<file path="src/rtl/cam_rx_regs.sv">
module cam_rx_regs #(
  parameter int ADDR_W     = 8,
  parameter int NUM_LANES  = 4,
  parameter int RST_CYCLES = 8,
  parameter int DEF_WIDTH  = 640,
  parameter int DEF_HEIGHT = 480,
  parameter logic [5:0] DEF_DTYPE = 6'h1E
) (
  input  logic                 clk,
  input  logic                 rst_n,
  input  logic                 bus_sel,
  input  logic                 bus_wr,
  input  logic [ADDR_W-1:0]    bus_addr,
  input  logic [31:0]          bus_wdata,
  output logic [31:0]          bus_rdata,
  input  logic [5:0]           err_evt_i,
  input  logic [NUM_LANES-1:0] sot_err_i,
  input  logic [3:0]           nid_evt_i,
  input  logic [31:0]          phy_status_i,
  output logic                 irq_o,
  output logic                 enable_o,
  output logic                 soft_rst_o,
  output logic [NUM_LANES:0]   lane_en_o,
  output logic                 clk_ext_o,
  output logic                 align32_o,
  output logic                 swap_o,
  output logic [4:0]           settle_o,
  output logic [5:0]           dtype_o,
  output logic [1:0]           lanes_o,
  output logic [15:0]          width_o,
  output logic [15:0]          height_o
);

  localparam int LANE_W = NUM_LANES + 1;
  localparam int AW     = ADDR_W - 2;
  localparam int CNT_W  = $clog2(RST_CYCLES + 1);
  localparam logic [31:0] IMPL = 32'hF000_F03F;
  localparam logic [AW-1:0] W_CTRL = AW'(0),  W_PHY = AW'(1),  W_CFG = AW'(2),
                            W_PST  = AW'(3),  W_MSK = AW'(4),  W_SRC = AW'(5),
                            W_RES  = AW'(11), W_SHD = AW'(14);
  localparam logic [15:0] DW = 16'(DEF_WIDTH);
  localparam logic [15:0] DH = 16'(DEF_HEIGHT);

  logic              en_q, ext_w, al_w, sw_w, ext_a, al_a, sw_a;
  logic [LANE_W-1:0] lane_w, lane_a;
  logic [4:0]        set_w, set_a;
  logic [5:0]        dt_w, dt_a;
  logic [1:0]        ln_w, ln_a;
  logic [15:0]       wd_w, wd_a, ht_w, ht_a;
  logic [31:0]       mask_q, src_q;
  logic              upd_pend;
  logic [CNT_W-1:0]  rst_cnt;

  wire           aligned = (bus_addr[1:0] == 2'b00);
  wire [AW-1:0]  word    = bus_addr[ADDR_W-1:2];
  wire           wr      = bus_sel & bus_wr & aligned;
  wire           wr_ctrl = wr && word == W_CTRL;
  wire           wr_phy  = wr && word == W_PHY;
  wire           wr_cfg  = wr && word == W_CFG;
  wire           wr_msk  = wr && word == W_MSK;
  wire           wr_src  = wr && word == W_SRC;
  wire           wr_res  = wr && word == W_RES;
  wire           rst_done = (rst_cnt == CNT_W'(1));

  wire [3:0]  sot4    = 4'(sot_err_i);
  wire [31:0] evt_vec = {nid_evt_i, 12'b0, sot4, 6'b0, err_evt_i};
  wire [LANE_W-1:0] lim = LANE_W'((1 << (32'(ln_a) + 2)) - 1);
  wire [15:0] wd_in = (bus_wdata[31:16] == 16'd0) ? 16'd1 : bus_wdata[31:16];
  wire [15:0] ht_in = (bus_wdata[15:0]  == 16'd0) ? 16'd1 : bus_wdata[15:0];

  assign enable_o   = en_q;
  assign soft_rst_o = (rst_cnt != '0);
  assign lane_en_o  = en_q ? (lane_a & lim) : '0;
  assign clk_ext_o  = ext_a;
  assign align32_o  = al_a;
  assign swap_o     = sw_a;
  assign settle_o   = set_a;
  assign dtype_o    = dt_a;
  assign lanes_o    = ln_a;
  assign width_o    = wd_a;
  assign height_o   = ht_a;
  assign irq_o      = |(src_q & mask_q);

  always_comb begin
    bus_rdata = '0;
    if (bus_sel && !bus_wr && aligned) begin
      case (word)
        W_CTRL: begin
          bus_rdata[0]  = en_q;
          bus_rdata[4]  = soft_rst_o;
          bus_rdata[8]  = ext_w;
          bus_rdata[16] = upd_pend;
          bus_rdata[20] = al_w;
          bus_rdata[31] = sw_w;
        end
        W_PHY: begin
          bus_rdata[31:27]      = set_w;
          bus_rdata[LANE_W-1:0] = lane_w;
        end
        W_CFG:   bus_rdata[7:0] = {dt_w, ln_w};
        W_SHD:   bus_rdata[7:0] = {dt_a, ln_a};
        W_PST:   bus_rdata = phy_status_i;
        W_MSK:   bus_rdata = mask_q;
        W_SRC:   bus_rdata = src_q;
        W_RES:   bus_rdata = {wd_w, ht_w};
        default: bus_rdata = '0;
      endcase
    end
  end

  always_ff @(posedge clk or negedge rst_n) begin
    if (!rst_n) begin
      en_q <= 1'b0; ext_w <= 1'b0; al_w <= 1'b0; sw_w <= 1'b0;
      ext_a <= 1'b0; al_a <= 1'b0; sw_a <= 1'b0;
      lane_w <= '0; lane_a <= '0; set_w <= '0; set_a <= '0;
      dt_w <= DEF_DTYPE; dt_a <= DEF_DTYPE; ln_w <= '0; ln_a <= '0;
      wd_w <= DW; wd_a <= DW; ht_w <= DH; ht_a <= DH;
      upd_pend <= 1'b0;
      rst_cnt  <= '0;
    end else begin
      upd_pend <= wr_ctrl & bus_wdata[16];
      if (rst_cnt != '0)
        rst_cnt <= rst_cnt - CNT_W'(1);
      else if (wr_ctrl && bus_wdata[4])
        rst_cnt <= CNT_W'(RST_CYCLES);
      if (rst_done) begin
        en_q <= 1'b0; ext_w <= 1'b0; al_w <= 1'b0; sw_w <= 1'b0;
        ext_a <= 1'b0; al_a <= 1'b0; sw_a <= 1'b0;
        lane_w <= '0; lane_a <= '0; set_w <= '0; set_a <= '0;
        dt_w <= DEF_DTYPE; dt_a <= DEF_DTYPE; ln_w <= '0; ln_a <= '0;
        wd_w <= DW; wd_a <= DW; ht_w <= DH; ht_a <= DH;
      end else begin
        if (wr_ctrl) begin
          en_q  <= bus_wdata[0];
          ext_w <= bus_wdata[8];
          al_w  <= bus_wdata[20];
          sw_w  <= bus_wdata[31];
        end
        if (wr_phy) begin
          set_w  <= bus_wdata[31:27];
          lane_w <= bus_wdata[LANE_W-1:0];
        end
        if (wr_cfg) begin
          dt_w <= bus_wdata[7:2];
          ln_w <= bus_wdata[1:0];
        end
        if (wr_res) begin
          wd_w <= wd_in;
          ht_w <= ht_in;
        end
        if (upd_pend) begin
          ext_a <= ext_w; al_a <= al_w; sw_a <= sw_w;
          lane_a <= lane_w; set_a <= set_w;
          dt_a <= dt_w; ln_a <= ln_w;
          wd_a <= wd_w; ht_a <= ht_w;
        end
      end
    end
  end

  always_ff @(posedge clk or negedge rst_n) begin
    if (!rst_n) begin
      mask_q <= '0;
      src_q  <= '0;
    end else begin
      if (wr_msk) mask_q <= bus_wdata & IMPL;
      src_q <= ((src_q & ~(wr_src ? bus_wdata : 32'd0)) | evt_vec) & IMPL;
    end
  end

  assert_hold_active_R3: assert property (@(posedge clk) disable iff (!rst_n)
    (!upd_pend && !rst_done) |=> ($stable(dtype_o) && $stable(width_o) && $stable(settle_o) && $stable(lanes_o)))
    else $error("active configuration moved without update");

  assert_lanes_off_R5: assert property (@(posedge clk) disable iff (!rst_n)
    !enable_o |-> (lane_en_o == '0))
    else $error("lane enabled while block disabled");

  assert_sticky_R7: assert property (@(posedge clk) disable iff (!rst_n)
    !wr_src |=> ((src_q & $past(src_q)) == $past(src_q)))
    else $error("source bit lost without clear");

  assert_w1c_R8: assert property (@(posedge clk) disable iff (!rst_n)
    wr_src |=> ((src_q & $past(bus_wdata) & ~$past(evt_vec)) == 32'd0))
    else $error("cleared source bit survived");

  assert_rst_defaults_R10: assert property (@(posedge clk) disable iff (!rst_n)
    $fell(soft_rst_o) |-> (width_o == DW && height_o == DH && dtype_o == DEF_DTYPE && !enable_o))
    else $error("defaults not restored after software reset");

endmodule

</file>
<file path="config.mk">
export PLATFORM = sky130hd
export DESIGN_NAME = cam_rx_regs
export DESIGN_NICKNAME = d
export VERILOG_FILES = /design/src/rtl/cam_rx_regs.sv
export SDC_FILE = /design/constraint.sdc
export NUM_CORES = 1
export LEC_CHECK = 0
export BUFFER_PORTS_ARGS = -buffer_cell sky130_fd_sc_hd__buf_4
export CAP_MARGIN = 20
export CELL_PAD_IN_SITES_DETAIL_PLACEMENT = 1
export CELL_PAD_IN_SITES_GLOBAL_PLACEMENT = 2
export CORE_ASPECT_RATIO = 0.8
export CORE_MARGIN = 4
export CORE_UTILIZATION = 35
export CTS_BUF_LIST = sky130_fd_sc_hd__clkbuf_4 sky130_fd_sc_hd__clkbuf_8
export CTS_CLUSTER_SIZE = 30
export DETAILED_ROUTE_END_ITERATION = 16
export PLACE_DENSITY_LB_ADDON = 0.1
export SYNTH_ARGS = -nofsm -noshare
export SYNTH_HDL_FRONTEND = slang
export SYNTH_SLANG_ARGS = --single-unit
</file>
<file path="constraint.sdc">
create_clock -name clk -period 4.3 [get_ports clk]
set_input_delay 0.86 -clock clk [delete_from_list [all_inputs] [get_ports clk]]
set_output_delay 0.86 -clock clk [all_outputs]
set_load 0.02 [all_outputs]
</file>
==> results.md <==
- Share of cells above drive strength 1: 35.4%
- Most frequently used flop master after synthesis: sky130_fd_sc_hd__dfrtp_1
- Root buffer selected by CTS: sky130_fd_sc_hd__clkbuf_8
- Mapped Cells: 626
- Buffers on Ports: 177
- Area growth from synthesis to final layout: 29.3%
- Warnings from Yosys: 0
- Number of rows created at floorplan: 45
- Y dimension of the die: 133 µm
- Antenna violations before repair: 0
- Final net count: 886
- Count of non-filler cells in the finished layout: 1064
- Largest delay contributor family on the critical path: simple AND/OR/NAND/NOR gates
- Critical path startpoint: bus_wr
- Clk pin slew, worst setup/hold paths: 0.07 ns
- End of the worst register-to-register path: ht_w[15]
- Core ar.: 19000 µm²
- Count of vias placed by the detailed router: 5782
- Number of hold violations in the final report: 0
- Die extent in x: 164 µm
- Most common cell on crit path: sky130_fd_sc_hd__buf_4
- Seq. cell area: 3530 µm²
- Count of placed standard cells including taps: 1035
- Clock tree from TritonCTS: done
- Count of pins over their slew limit: 0
- Antenna Diode Count: 0
- Share of the cycle needed by the critical path after routing: 86.1%
- Area of the mapped netlist: 6810 µm²
- Fraction of the yosys area taken by sequential cells: 51.8%
- Crit-path cells: buf_4, or4b_2, nor2_1, o21ai_0, a31oi_1, buf_4
- Tightest Hold Check Type: input port to async pin
- Leak Pwr: 4.12 nW
- CP max-delay cell: sky130_fd_sc_hd__or4b_2
- Endpoint of the most critical setup path: bus_rdata[4]
- Nets in the synthesized netlist: 716
- Total of endpoints with negative setup slack in the final report: 0
- Number of enable flip-flop cells after synthesis: 0
- Status: finished, final reports clean
- Starting DRT DRC Count: 435
- Pin count of the biggest net entering global routing: 87
- Routed WL per cell: 22.8 µm
- Distinct cells, synth: 50
- Clock latency at the later pin of the worst-skew pair: 0.46 ns
- Number of storage elements in the synthesis netlist: 140
- Number of cells on the worst reg-to-reg path: 4
- Synth top area share: 44.1%
- Total I/O pin count: 178
- Number of buffers inserted by hold repair at cts: 0
- H-tree depth reported by CTS: 4
- Leading cell types by count after synthesis: sky130_fd_sc_hd__dfrtp_1 (120), sky130_fd_sc_hd__nor2_1 (94), sky130_fd_sc_hd__mux2i_1 (86)
- # resized after CTS: 0
- Drc violations: 0
- Power density normalized to cell area: 308 nW/µm²
- Post-detailed-route count of antenna-violating nets: 0
- Asr flop ratio synth: 100%
- Clk sinks: 140
- Sum of overflow across all layers after global routing: 0
- CP endpoint kind: output pin
- Setup slack of the most critical reg-to-reg path: 2.07 ns
- Unrepaired setup endpoints after global routing: no
- Combined global-route utilization of all metal layers: 22.7%
- Multi-input gate area: 3110 µm²
- Sum of negative setup slack: 0 ns
- Total clock buffers created by CTS: 17
- RD Place Congestion: 0.837
- Cell type with the largest total area after synthesis: sky130_fd_sc_hd__dfrtp_1
- Final critical delay including setup and external delays: 3.70 ns
- Max cap viols: 0
- Classification of the worst setup path: input port to output pin
- Worst relative slew slack: 32.9%
- Peak clock frequency supported by timing: 270 MHz
- Die Footprint: 21800 µm²
- Worst endpoint data arrival time: 2.84 ns
- Reg2reg start: rst_cnt[3]
- Logic depth of the worst path, buffers included: 6
- Count leader, synth: sky130_fd_sc_hd__dfrtp_1
- First-pass DRT Iterations: 4
- WL final: 24.3 mm
- Fillers: 2143
- Delay of the slowest cell on the worst path: 0.78 ns
- Half-perimeter wire length after detailed placement: 17.9 mm
- Buffers inserted during post-CTS setup optimization: 0
- Final clock skew: 0.00949 ns
- Critical Path RT: 3.44 ns
- Maximum fanout along the worst path: 4
- Max Buffers Root-to-Sink: 2
- Via count of the first global-routing pass: 6106
- Peak supply drop: 0.000136 V
- Vias per cell: 5.43
- Initial cell density of the core: 35.8%
- Worst Hold Margin: 0.477 ns
- Number of buffers and inverters on the critical path: 2
- Startpoint types: input port
- First-pass GRT wire length: 37.7 mm
- Slew @ Worst Pin: 1.01 ns
- Syn avg cell area: 10.9 µm²
- Dominant cells by area after synthesis: sky130_fd_sc_hd__dfrtp_1 (44%), sky130_fd_sc_hd__mux2i_1 (13%), sky130_fd_sc_hd__dfstp_2 (7.7%)
==> power breakdown <==
| group | switching (mW) | total, mW | internal [mW] |
|---|---|---|---|
| sequential | 0.0200 | 1.36 | 1.34 |
| combinational | 0.156 | 0.266 | 0.110 |
| clock | 0.502 | 1.09 | 0.586 |
==> metrics by stage <==
stage	worst slack (ns)	total power, mW	utilization (%)	instance area [µm²]
6_report	0.596	2.72	46.3	8810
4_1_cts	0.616	2.75	46.3	8810
3_3_place_gp	0.683	1.65	44.2	8420
5_1_grt	0.497	2.83	46.3	8810
2_1_floorplan	0.985	1.49	-	6810
3_5_place_dp	0.616	1.66	44.2	8420
==> cells in the final DEF (no fill, tap or decap), types with 4 or more instances in the layout <==
cell type and instances:
sky130_fd_sc_hd__buf_4 190, sky130_fd_sc_hd__nor4_1 10, sky130_fd_sc_hd__o22a_1 4, sky130_fd_sc_hd__nor3_1 6, sky130_fd_sc_hd__nand2_1 48, sky130_fd_sc_hd__nor2b_1 4, sky130_fd_sc_hd__a22o_1 24, sky130_fd_sc_hd__o21ai_0 12
sky130_fd_sc_hd__clkbuf_8 18, sky130_fd_sc_hd__mux2i_1 86, sky130_fd_sc_hd__a31oi_1 6, sky130_fd_sc_hd__nor2_1 94, sky130_fd_sc_hd__clkinv_2 4, sky130_fd_sc_hd__nand2b_1 7, sky130_fd_sc_hd__a222oi_1 4, sky130_fd_sc_hd__a21o_1 14
sky130_fd_sc_hd__a21oi_1 11, sky130_fd_sc_hd__dfrtp_1 119, sky130_fd_sc_hd__dfstp_2 20, sky130_fd_sc_hd__a221oi_1 5, sky130_fd_sc_hd__mux2_2 29, sky130_fd_sc_hd__nand3_1 5, sky130_fd_sc_hd__and4_1 4, sky130_fd_sc_hd__a22oi_1 33
==> worst min-delay path by stage <==
stage | from | depth (start not counted) | end
after floorplan | ht_w[6] | 2 | ht_w[6]
after global placement | ht_w[6] | 2 | ht_w[6]
after detailed placement | src_q[30] | 1 | src_q[30]
after CTS | rst_n | 1 | settle_o[2]
after global routing | rst_n | 1 | settle_o[2]
final | rst_n | 1 | settle_o[2]
==> cell type report <==
type                    instances  share of cell area [%]
clock buffers                  20                    2.98
clock inverters                 9                    1.39
inverters                       1                  0.0426
multi-input cells             444                    35.3
flip-flops and latches        140                    40.1
well taps                     258                    3.67
repair buffers                192                    16.6
==> sequential cells by signal, indices dropped and copies added, names as in the netlist, 2 cells and up <==
register,count
dt_w,6
settle_o,5
dtype_o,6
mask_q,14
lane_a,5
lane_w,5
lanes_o,2
ht_w,16
height_o,16
rst_cnt,4
set_w,5
src_q,14
width_o,16
wd_w,16
ln_w,2
==> routing by layer <==
layer	up-vias	GRT usage (%)	share of wire, %
met5	-	0	0
met1	2986	33.3	48
met2	166	33.8	45
met4	0	4.89	1.0
met3	19	6.10	6.0
li1	2611	-	-
==> cells by family after synthesis <==
logic type,share of synthesized area (%)
AO/OA/AOI/OAI,13.2
flip-flops,51.8
multiplexers,17.4
AND/OR/NAND/NOR,14.7
buffers and inverters,2.87
Power figures use the tool's default switching activity.
